$ cat config.mk
export PLATFORM = sky130hd
export DESIGN_NAME = adc_readout_ctrl
export DESIGN_NICKNAME = d
export VERILOG_FILES = /design/src/rtl/adc_rd_pkg.sv /design/src/rtl/adc_rd_datapath.sv /design/src/rtl/adc_rd_ctrl.sv /design/src/rtl/adc_readout_ctrl.sv
export SDC_FILE = /design/constraint.sdc
export NUM_CORES = 1
export LEC_CHECK = 0
export ABC_AREA = 1
export ABC_CLOCK_PERIOD_IN_PS = 1800
export BUFFER_PORTS_ARGS = -buffer_cell sky130_fd_sc_hd__buf_4
export CAP_MARGIN = 15
export CORE_ASPECT_RATIO = 1.1
export CORE_MARGIN = 3
export CORE_UTILIZATION = 38
export CTS_CLUSTER_SIZE = 28
export DETAILED_ROUTE_END_ITERATION = 10
export REMOVE_ABC_BUFFERS = 1
export SETUP_SLACK_MARGIN = 0.15
export SLEW_MARGIN = 5
export SYNTH_ARGS = -nofsm -noshare
export SYNTH_HDL_FRONTEND = slang
export SYNTH_SLANG_ARGS = --single-unit
$ cat constraint.sdc
create_clock -name clk -period 1.8 [get_ports clk]
set_input_delay 0.36 -clock clk [delete_from_list [all_inputs] [get_ports clk]]
set_output_delay 0.36 -clock clk [all_outputs]
set_load 0.1 [all_outputs]
$ cat src/rtl/adc_rd_pkg.sv
package adc_rd_pkg;
  typedef enum logic [2:0] {
    ST_IDLE, ST_WAIT_ACK, ST_BURST, ST_ZERO_HOLD, ST_ZERO_WAIT
  } rdState_t;

  // strobes from control to datapath
  typedef struct packed {
    logic clrBurst;  // restart byte slot counter
    logic capture;   // store bus byte into current slot
    logic publish;   // copy assembled bytes to record
    logic tmrClr;    // restart phase timer
  } rdStrobe_t;
endpackage

$ cat src/rtl/adc_rd_datapath.sv
module adc_rd_datapath
  import adc_rd_pkg::*;
#(
  parameter int BYTES       = 8,
  parameter int BYTE_W      = 8,
  parameter int TMR_W       = 24,
  parameter int SYNC_STAGES = 2
) (
  input  logic                    clk,
  input  logic                    rstN,
  input  rdStrobe_t               strb,
  input  logic [BYTE_W-1:0]       busData,
  input  logic                    statAck,
  input  logic                    statValid,
  input  logic [TMR_W-1:0]        timeoutLimit,
  output logic                    ackS,
  output logic                    validRise,
  output logic                    fullBurst,
  output logic                    timerHit,
  output logic [BYTES*BYTE_W-1:0] record
);
  localparam int REC_W = BYTES * BYTE_W;
  localparam int CNT_W = $clog2(BYTES + 1);

  logic [SYNC_STAGES-1:0] ackSync, validSync;
  logic                   validPrev;
  logic [CNT_W-1:0]       byteCnt;
  logic [REC_W-1:0]       shadow;
  logic [TMR_W-1:0]       tmr;

  always_ff @(posedge clk or negedge rstN) begin
    if (!rstN) begin
      ackSync   <= '0;
      validSync <= '0;
      validPrev <= 1'b0;
    end else begin
      ackSync   <= {ackSync[SYNC_STAGES-2:0], statAck};
      validSync <= {validSync[SYNC_STAGES-2:0], statValid};
      validPrev <= validSync[SYNC_STAGES-1];
    end
  end

  assign ackS      = ackSync[SYNC_STAGES-1];
  assign validRise = validSync[SYNC_STAGES-1] & ~validPrev;
  assign fullBurst = (byteCnt == CNT_W'(BYTES));
  assign timerHit  = (tmr >= timeoutLimit);

  always_ff @(posedge clk or negedge rstN) begin
    if (!rstN)                          byteCnt <= '0;
    else if (strb.clrBurst)             byteCnt <= '0;
    else if (strb.capture && !fullBurst) byteCnt <= byteCnt + 1'b1;
  end

  // one register slot per byte, written when the counter points at it
  for (genvar g = 0; g < BYTES; g++) begin : g_slot
    always_ff @(posedge clk or negedge rstN) begin
      if (!rstN)
        shadow[g*BYTE_W +: BYTE_W] <= '0;
      else if (strb.capture && byteCnt == CNT_W'(g))
        shadow[g*BYTE_W +: BYTE_W] <= busData;
    end
  end

  always_ff @(posedge clk or negedge rstN) begin
    if (!rstN)             record <= '0;
    else if (strb.publish) record <= shadow;
  end

  always_ff @(posedge clk or negedge rstN) begin
    if (!rstN)            tmr <= '0;
    else if (strb.tmrClr) tmr <= '0;
    else if (!timerHit)   tmr <= tmr + 1'b1;
  end

  p_cnt_bound_r5: assert property (@(posedge clk) disable iff (!rstN)
    byteCnt <= CNT_W'(BYTES));
  p_capture_single_r5: assert property (@(posedge clk) disable iff (!rstN)
    strb.capture |=> !strb.capture);
  p_publish_full_r4: assert property (@(posedge clk) disable iff (!rstN)
    strb.publish |-> fullBurst);
  p_record_hold_r4: assert property (@(posedge clk) disable iff (!rstN)
    !strb.publish |=> $stable(record));
endmodule

$ cat src/rtl/adc_rd_ctrl.sv
module adc_rd_ctrl
  import adc_rd_pkg::*;
#(
  parameter int ZERO_CYC = 16
) (
  input  logic      clk,
  input  logic      rstN,
  input  logic      startReq,
  input  logic      zeroReq,
  input  logic      ackS,
  input  logic      validRise,
  input  logic      fullBurst,
  input  logic      timerHit,
  output rdStrobe_t strb,
  output logic      dataReqN,
  output logic      outEnN,
  output logic      zeroN,
  output logic      busy,
  output logic      recordDone,
  output logic      errTimeout,
  output logic      errShort
);
  localparam int ZC_W = $clog2(ZERO_CYC + 1);

  rdState_t        state, stateNext;
  logic [ZC_W-1:0] zeroCnt;
  logic            toNext, shortNext;

  always_comb begin
    stateNext = state;
    strb      = '0;
    toNext    = 1'b0;
    shortNext = 1'b0;
    unique case (state)
      ST_IDLE: begin
        strb.tmrClr   = 1'b1;
        strb.clrBurst = 1'b1;
        if (zeroReq)               stateNext = ST_ZERO_HOLD;
        else if (startReq && !ackS) stateNext = ST_WAIT_ACK;
      end
      ST_WAIT_ACK: begin
        if (ackS) begin
          stateNext   = ST_BURST;
          strb.tmrClr = 1'b1;
        end else if (timerHit) begin
          stateNext = ST_IDLE;
          toNext    = 1'b1;
        end
      end
      ST_BURST: begin
        strb.capture = validRise && !fullBurst;
        if (!ackS) begin
          stateNext    = ST_IDLE;
          strb.publish = fullBurst;
          shortNext    = !fullBurst;
        end else if (timerHit) begin
          stateNext = ST_IDLE;
          toNext    = 1'b1;
        end
      end
      ST_ZERO_HOLD: if (zeroCnt == ZC_W'(ZERO_CYC - 1)) stateNext = ST_ZERO_WAIT;
      ST_ZERO_WAIT: if (!ackS) stateNext = ST_IDLE;
      default:      stateNext = ST_IDLE;
    endcase
  end

  always_ff @(posedge clk or negedge rstN) begin
    if (!rstN) begin
      state      <= ST_IDLE;
      zeroCnt    <= '0;
      recordDone <= 1'b0;
      errTimeout <= 1'b0;
      errShort   <= 1'b0;
    end else begin
      state      <= stateNext;
      zeroCnt    <= (state == ST_ZERO_HOLD) ? zeroCnt + 1'b1 : '0;
      recordDone <= strb.publish;
      errTimeout <= toNext;
      errShort   <= shortNext;
    end
  end

  assign dataReqN = (state != ST_WAIT_ACK);
  assign outEnN   = !(state == ST_WAIT_ACK || state == ST_BURST);
  assign zeroN    = (state != ST_ZERO_HOLD);
  assign busy     = (state != ST_IDLE);

  p_req_needs_idle_ack_r8: assert property (@(posedge clk) disable iff (!rstN)
    $fell(dataReqN) |-> $past(!ackS));
  p_flags_excl_r11: assert property (@(posedge clk) disable iff (!rstN)
    $onehot0({recordDone, errTimeout, errShort}));
  p_done_after_ack_low_r4: assert property (@(posedge clk) disable iff (!rstN)
    recordDone |-> $past(!ackS));
  p_oe_covers_req_r3: assert property (@(posedge clk) disable iff (!rstN)
    !dataReqN |-> !outEnN);
endmodule

$ cat src/rtl/adc_readout_ctrl.sv
module adc_readout_ctrl
  import adc_rd_pkg::*;
#(
  parameter int BYTES       = 8,
  parameter int BYTE_W      = 8,
  parameter int TMR_W       = 24,
  parameter int ZERO_CYC    = 16,
  parameter int SYNC_STAGES = 2
) (
  input  logic                    clk,
  input  logic                    rstN,
  input  logic                    startReq,
  input  logic                    zeroReq,
  input  logic [TMR_W-1:0]        timeoutLimit,
  input  logic [BYTE_W-1:0]       busData,
  input  logic                    statAck,
  input  logic                    statValid,
  output logic                    dataReqN,
  output logic                    outEnN,
  output logic                    zeroN,
  output logic                    busy,
  output logic [BYTES*BYTE_W-1:0] record,
  output logic                    recordDone,
  output logic                    errTimeout,
  output logic                    errShort
);
  rdStrobe_t strb;
  logic      ackS, validRise, fullBurst, timerHit;

  adc_rd_ctrl #(.ZERO_CYC(ZERO_CYC)) i_ctrl (
    .clk(clk), .rstN(rstN), .startReq(startReq), .zeroReq(zeroReq),
    .ackS(ackS), .validRise(validRise), .fullBurst(fullBurst), .timerHit(timerHit),
    .strb(strb), .dataReqN(dataReqN), .outEnN(outEnN), .zeroN(zeroN), .busy(busy),
    .recordDone(recordDone), .errTimeout(errTimeout), .errShort(errShort)
  );

  adc_rd_datapath #(
    .BYTES(BYTES), .BYTE_W(BYTE_W), .TMR_W(TMR_W), .SYNC_STAGES(SYNC_STAGES)
  ) i_dp (
    .clk(clk), .rstN(rstN), .strb(strb), .busData(busData),
    .statAck(statAck), .statValid(statValid), .timeoutLimit(timeoutLimit),
    .ackS(ackS), .validRise(validRise), .fullBurst(fullBurst), .timerHit(timerHit),
    .record(record)
  );
endmodule

==> results.md, run 1 <==
- Result of the run: finished, violations left
- Violated checks: negative setup slack
- Number of vias per cell after detailed routing: 4.95
- Int Power: 7.32 mW
- Bufs on Longest Clock Path: 2
- Die Outline Area: 0.0222 mm2
- CTS tree: yes
- Number of detailed-route iterations in the first pass: 5
- Final cell area excluding filler cells: 0.0120 mm2
- Transition at the pin with the smallest max-transition slack: 0.568 ns
- Data arrival time of the worst path: 1.56 ns
- Critical Path Fanout Max: 5
- Clock network power share: 0.323
- Initial standard-cell utilization of the core: 0.390
- Worst min-delay path category: in2reg
- Switching share of power: 0.351
- Worst reg2reg path depth: 11
- First-pass GRT wire length: 32.4 mm
- Met1 track demand over resource in global routing: 0.246
- Number of buffers inserted during clock tree synthesis: 17
- Proportion of synthesized chip area in sequential cells: 0.554
- Root cell of the clock tree: clkbuf_16
- Maximum Capacitance Violations: 0
- Total power divided by cell area: 939 mW/mm2
- Unrepaired setup endpoints after global routing: true
- Leakage: 6.08 nW
- Number of non-filler instances in the completed layout: 1420
- Largest clock skew in the final design: 0.0136 ns
- Switching power summed over all nets: 3.95 mW
- Antenna violations before repair: 0
- Global route total overflow: 0
- Logic gate share of total power: 0.272
- Fraction of final layout cells with drive strength greater than 1: 0.419
- DRT Wirelength: 23.5 mm
- Family with the most delay on the worst path: buffers and inverters
- CTS H-tree lvls: 4
- Most Used Layer, Global Route: met2
- Syn. warnings: 0
- Cells along the critical path: nor3_2, buf_4, clkinvlp_4, buf_12
- Capturing element type of the critical path: primary output
- Worst path depth: 4
- Mean area per synthesized cell: 8.29 um2
- Data required, critical path: 1.44 ns
- Detailed router's first-iteration violation count: 307
- CP max stage delay: 0.44 ns
- Top-level port count: 109
- Total standard cell area after synthesis: 0.00777 mm2
- Clock net sink count: 172
- Final GP Congestion: 0.892
- Relative max-transition margin: 0.621
- Number of port buffers: 108
- Total Power: 11.3 mW
- Distinct cells, synth: 21
- Cell total after placement: 1332
- Combined buffer and inverter count along the critical path: 3
- Global router's overall resource usage: 0.182
- Clock transition at the registers of the reported paths: 0.07 ns
- Worst setup slack after placement: -0.374 ns
- Worst setup path category: reg2out
- Critical path launch point type: flip-flop
- Die X: 142 um
- Residual antenna-violating net count after detailed routing: 0
- Hold Fails Final Rpt: 0
- Final setup fails: 38
- Total placed instance area: 0.00941 mm2
- Cells after synthesis: 937
- GRT met2 Usage: 0.302
- Final HPWL from detailed placement: 13.3 mm
- Die extent in y: 156 um
- Number of cells on the worst hold path: 1
- Final worst slack: -0.121 ns
- Cell Rows: 54
- Clock latency reported for the late side of the worst-skew pair: 0.43 ns
- WL per Instance: 16.6 um
- Min Tclk post-route: 1.92 ns
- Final worst-path cycle share: 1.07
- Post-detailed-route DRC marker count: 0
- Number of antenna diodes: 0
- Pin count of the biggest net entering global routing: 65
- Vias in the first global route: 6411
- Slowest-stage cell, CP: dfrtp_2
- Total negative setup slack: -1.73 ns
- Net count, final: 1224
- Peak supply drop: 1.18 mV
- Core outline area: 0.0199 mm2
- Routing usage on met3: 0.0331
- Reg power frac: 0.405
- Area growth from synthesis to layout: 54.4%
- Highest achievable clock rate: 520 MHz
- #FFs+latches synth: 172
- Number of vias after detailed routing: 7024
- Number of max-slew violations in the final report: 0
[power by group through the flow]
stage | Sequential, mW | Combinational, mW | Clock (mW)
3_5_place_dp | 4.50 | 2.19 | 0
5_1_grt | 4.62 | 3.34 | 3.86
4_1_cts | 4.44 | 2.50 | 3.69
2_1_floorplan | 4.53 | 1.28 | 0
3_3_place_gp | 4.50 | 2.17 | 0
6_report | 4.57 | 3.07 | 3.64
[flip-flops by register name (all words and copies together) (netlist names)]
register and cells:
i_dp.validSync 2, i_dp.ackSync 2, i_ctrl.errShort 1, i_ctrl.recordDone 1
i_ctrl.errTimeout 1, i_dp.tmr 24, i_dp.record 64, i_dp.shadow 64
i_dp.byteCnt 4, i_ctrl.zeroCnt 5, i_ctrl.state 3, i_dp.validPrev 1
[layout by cell type (no fill, tap or decap), types with 3 or more instances in the layout]
| cell type | instances |
|---|---|
| nand4_1 | 9 |
| dfrtp_1 | 170 |
| buf_12 | 18 |
| xnor2_1 | 4 |
| inv_8 | 3 |
| inv_6 | 4 |
| nand3_1 | 21 |
| ha_1 | 25 |
| nand3_2 | 18 |
| clkinvlp_4 | 5 |
| o21ai_1 | 32 |
| o21ai_2 | 41 |
| inv_1 | 67 |
| nand3_4 | 6 |
| buf_16 | 5 |
| nor2_4 | 5 |
| nand2_4 | 45 |
| a21oi_2 | 4 |
| nor2_2 | 4 |
| a21oi_1 | 10 |
| buf_4 | 160 |
| clkinv_8 | 6 |
| buf_6 | 25 |
| inv_2 | 5 |
| xor2_1 | 12 |
| o21ai_0 | 3 |
| nand2_2 | 87 |
| buf_8 | 6 |
| clkinv_4 | 3 |
| nand2_1 | 254 |
| clkbuf_16 | 28 |
| ha_4 | 6 |
| nor2_1 | 58 |
| nor3_1 | 6 |
[Yosys cell counts (all sizes together)]
cell type  number  share of area
ha             31          0.050
a21oi          14         0.0090
o21a            2         0.0019
inv            76          0.037
nor3            9         0.0058
o21ai          76          0.049
o22ai           1        0.00081
nand4           9         0.0072
xnor2           4         0.0045
xor2           12          0.014
nor2           67          0.032
nand3          45          0.029
clkbuf         15         0.0072
nand2         386           0.19
dfrtp         172           0.55
o21bai          1        0.00097
buf            14         0.0085
nand3b          1        0.00097
a21o            2         0.0019
[per-layer routing]
| metal | up-vias | wire (um) |
|---|---|---|
| li1 | 3411 | - |
| met1 | 3357 | 9970 |
| met2 | 210 | 11700 |
| met3 | 46 | 1120 |
| met4 | 0 | 728 |
| met5 | - | 0 |
[area by class of cell]
cell class                      count  area (um2)
Fill cell                        1678        7940
Tap cell                          252         315
Clock buffer                       17         425
Multi-Input combinational cell    660        4090
Sequential cell                   172        4310
Timing Repair Buffer              226        2360
Inverter                           76         310
Clock inverter                     15         174
Timing Repair inverter              2        16.3
[path summary, 6_finish.rpt]
kind	slack (ns)	endpoint	startpoint
worst max register to register	-0.11	i_ctrl.state[1]	i_dp.tmr[13]
worst max-delay path	-0.12	busy	i_ctrl.state[1]
worst min register to register	0.35	i_dp.ackSync[1]	i_dp.ackSync[0]
max in group asynchronous	0.79	i_dp.tmr[9]	rstN
worst min-delay path	0.03	i_dp.ackSync[0]	statAck
min in group asynchronous	0.41	i_ctrl.recordDone	rstN
[logic make-up after synthesis]
group,share of synthesized area
buf+inv,0.0525
simple gates,0.262
fa+ha+maj,0.0499
flops,0.554
xor+xnor,0.0180
compound gates,0.0636
[per-stage QoR]
stage / utilization / hold slack [ns]
2_1_floorplan: - / 0.0644
5_1_grt: 0.602 / 0.0132
4_1_cts: 0.529 / 0.0181
3_3_place_gp: 0.472 / 0.289
6_report: 0.602 / 0.0323
3_5_place_dp: 0.472 / 0.293
[worst reg2reg max path, delay by kind of cell (launching register included)]
family | cells | cell delay [ns]
buffers and inverters | 2 | 0.28
flip-flops | 1 | 0.42
AND/OR/NAND/NOR | 8 | 0.82
adder cells (fa/ha/maj) | 1 | 0.29
[repair_timing]
item,in CTS,in global routing
pin swaps,22,44
hold endpoints to repair,33,0
hold buffers,1,0
setup endpoints to repair,114,148
cloned,6,19
buffers inserted,12,18
gates resized for setup,93,329
Note: power is estimated with default switching activity, not from simulation.
==> inputs of run 2 (changes only) <==
GPL_TIMING_DRIVEN = 0   (was default)
==> run 2 against run 1 <==
  * The run still ends with negative setup slack left
  * Utilization increased by 0.11 points
  * Register-to-register slack got worse by 0.02 ns
  * First-iteration DRC count increased by 15%
  * Global-route usage increased by 1.6 points
  * Combinational power increased by 2%
  * Die area unchanged
  * Sequential power about the same
  * Fmax decreased by 0.66%
  * Clock-buffer cell count unchanged
  * Non-clock buffer count decreased by 21
  * Largest power group unchanged
==> results.md, run 2 (synthesized netlist as in run 1, its figures left out) <==
- Bufs on Longest Clock Path: 2 (unchanged)
- Die Outline Area: 0.0222 mm2 (unchanged)
- WL per Instance: 17.2 um (+3.8%)
- First-pass GRT wire length: 35.0 mm (+7.9%)
- Final HPWL from detailed placement: 12.1 mm (-9.3%)
- Unrepaired setup endpoints after global routing: true
- Fraction of final layout cells with drive strength greater than 1: 0.426 (+0.00769)
- Vias in the first global route: 6677 (+4.1%)
- Final setup fails: 35 (-7.9%)
- Final worst slack: -0.134 ns (-0.0127 ns)
- Total power divided by cell area: 959 mW/mm2 (+2.1%)
- Worst setup path category: reg2reg
- Number of vias per cell after detailed routing: 5.10 (+3.0%)
- Cells along the critical path: ha_4, nand2_4, a21oi_1, nor2_4, nand2_2, a21oi_4, buf_4, nand2_8, clkinvlp_4, nand2_1, nand3b_1
- Number of max-slew violations in the final report: 0 (unchanged)
- DRT Wirelength: 24.3 mm (+3.3%)
- Min Tclk post-route: 1.93 ns (+0.0127 ns)
- Post-detailed-route DRC marker count: 0 (unchanged)
- Worst min-delay path category: in2reg
- Result of the run: finished, violations left
- CTS H-tree lvls: 4 (unchanged)
- Data required, critical path: 2.11 ns (+0.67 ns)
- Global route total overflow: 0 (unchanged)
- Die extent in y: 156 um (unchanged)
- Number of antenna diodes: 0 (unchanged)
- Number of buffers inserted during clock tree synthesis: 17 (unchanged)
- Initial standard-cell utilization of the core: 0.390 (unchanged)
- Peak supply drop: 1.24 mV (+5.4%)
- Capturing element type of the critical path: flip-flop
- CTS tree: yes
- Final-layout fill cell count: 1691 (+0.77%)
- Critical path launch point type: flip-flop
- Most common library cell in the layout ignoring fill and taps: nand2_1
- Detailed router's first-iteration violation count: 353 (+15%)
- Cell Rows: 54 (unchanged)
- Clock transition at the registers of the reported paths: 0.07 ns (about the same)
- Final GP Congestion: 0.886 (-0.69%)
- Critical Path Fanout Max: 6 (+1)
- Hold Fails Final Rpt: 0 (unchanged)
- Area growth from synthesis to layout: 54.7%
- Net count, final: 1217 (-0.57%)
- Antenna violations before repair: 0 (unchanged)
- CP max stage delay: 0.41 ns (-0.03 ns)
- Final worst-path cycle share: 1.07 (+0.00708)
- Registers with the most flip-flops: i_dp.record x64, i_dp.shadow x64, i_dp.tmr x24
- Die X: 142 um (unchanged)
- Residual antenna-violating net count after detailed routing: 0 (unchanged)
- Clock net sink count: 172 (unchanged)
- Top-level port count: 109 (unchanged)
- Number of detailed-route iterations in the first pass: 7 (+2)
- Total Power: 11.5 mW (+2.3%)
- Maximum Capacitance Violations: 0 (unchanged)
- Clock latency reported for the late side of the worst-skew pair: 0.43 ns (about the same)
- Commonest non-fill, non-tap cells in the layout: nand2_1, dfrtp_1, buf_4
- Data arrival time of the worst path: 2.24 ns (+0.68 ns)
- Number of port buffers: 108 (unchanged)
- Slowest-stage cell, CP: dfrtp_1
- Violated checks: negative setup slack
- Transition at the pin with the smallest max-transition slack: 0.588 ns (+0.0205 ns)
- Highest achievable clock rate: 517 MHz (-0.66%)
- Core outline area: 0.0199 mm2 (unchanged)
- Leakage: 5.91 nW (-2.7%)
- Relative max-transition margin: 0.608 (-0.0133)
- Number of vias after detailed routing: 7202 (+2.5%)
- Util after Layout: 0.603 (+0.00107)
- Largest clock skew in the final design: 0.0123 ns (-0.00129 ns)
- Pin count of the biggest net entering global routing: 102 (+57%)
- Global router's overall resource usage: 0.198 (+0.0160)
- Root cell of the clock tree: clkbuf_16
run 2: cell types whose count changed in the layout (fill, tap and decap cells not counted), sizes merged:
cell      change
nand2         +7
inv           -1
clkinv        +1
clkbuf        -6
bufinv        +1
clkinvlp      -2
buf          -15
nand3         +8
run 2: power breakdown:
group	internal (mW)	switching (mW)
sequential	4.24	0.329
combinational	1.12	2.01
clock	2.02	1.81
run 2: timing repair:
| item | in CTS | in global routing |
|---|---|---|
| gates cloned | 11 | 14 |
| pin swaps | 23 | 110 |
| hold buffers | 1 | 0 |
| resized for setup | 108 | 339 |
| hold endpoints to repair | 71 | 0 |
| setup buffers | 40 | 44 |
| setup endpoints to repair | 163 | 164 |
run 2: routing by layer:
metal  part of all wire  vias to the layer above  wire [um]  GRT usage
met1               0.42                     3502      10300      0.267
li1                   -                     3431          -          -
met5                  0                        -          0          0
met3              0.048                       45       1160     0.0414
met2               0.51                      224      12300      0.322
met4              0.024                        0        576     0.0652
run 2: final timing paths:
kind                                          end         startpoint  depth (start not counted)  slack, ns
max in group asynchronous       i_dp.validSync[1]               rstN                          3       0.42
worst max register to register    i_ctrl.state[1]       i_dp.tmr[15]                         11      -0.13
worst min-delay path              i_dp.ackSync[0]            statAck                          1       0.03
min in group asynchronous         i_dp.shadow[14]               rstN                          2       0.48
worst max-delay path              i_ctrl.state[1]       i_dp.tmr[15]                         11      -0.13
worst min register to register  i_dp.validSync[1]  i_dp.validSync[0]                          0       0.35
run 2: layout make-up:
type,instances,area (um2),area share
repair buffers,205,2020,0.168
repair inverters,1,16.3,0.00135
clock buffers,17,425,0.0354
flip-flops and latches,172,4320,0.360
clock inverters,15,204,0.0170
multi-input cells,675,4390,0.365
well taps,252,315,0.0262
inverters,76,320,0.0267
run 2: worst max-delay path: cells and delay by family (launching register included):
| family | cells | cell delay, ns |
|---|---|---|
| and+or+nand+nor | 6 | 0.48 |
| buffers and inverters | 2 | 0.35 |
| AOI/OAI and AO/OA | 2 | 0.28 |
| DFF | 1 | 0.41 |
| adders and majority gates | 1 | 0.29 |
run 2: metrics by stage:
step	setup TNS, ns	instances	hold WS, ns	setup WS (ns)	instance area (um2)
2_1_floorplan	-147.51	908	0.0644	-1.89	7650
3_3_place_gp	-437.68	1268	0.334	-4.29	8770
3_5_place_dp	-128.80	1271	0.343	-1.33	8860
4_1_cts	-2.36	1355	0.0173	-0.118	10400
5_1_grt	-8.40	1413	0.0146	-0.198	12000
6_report	-1.32	1413	0.0345	-0.134	12000
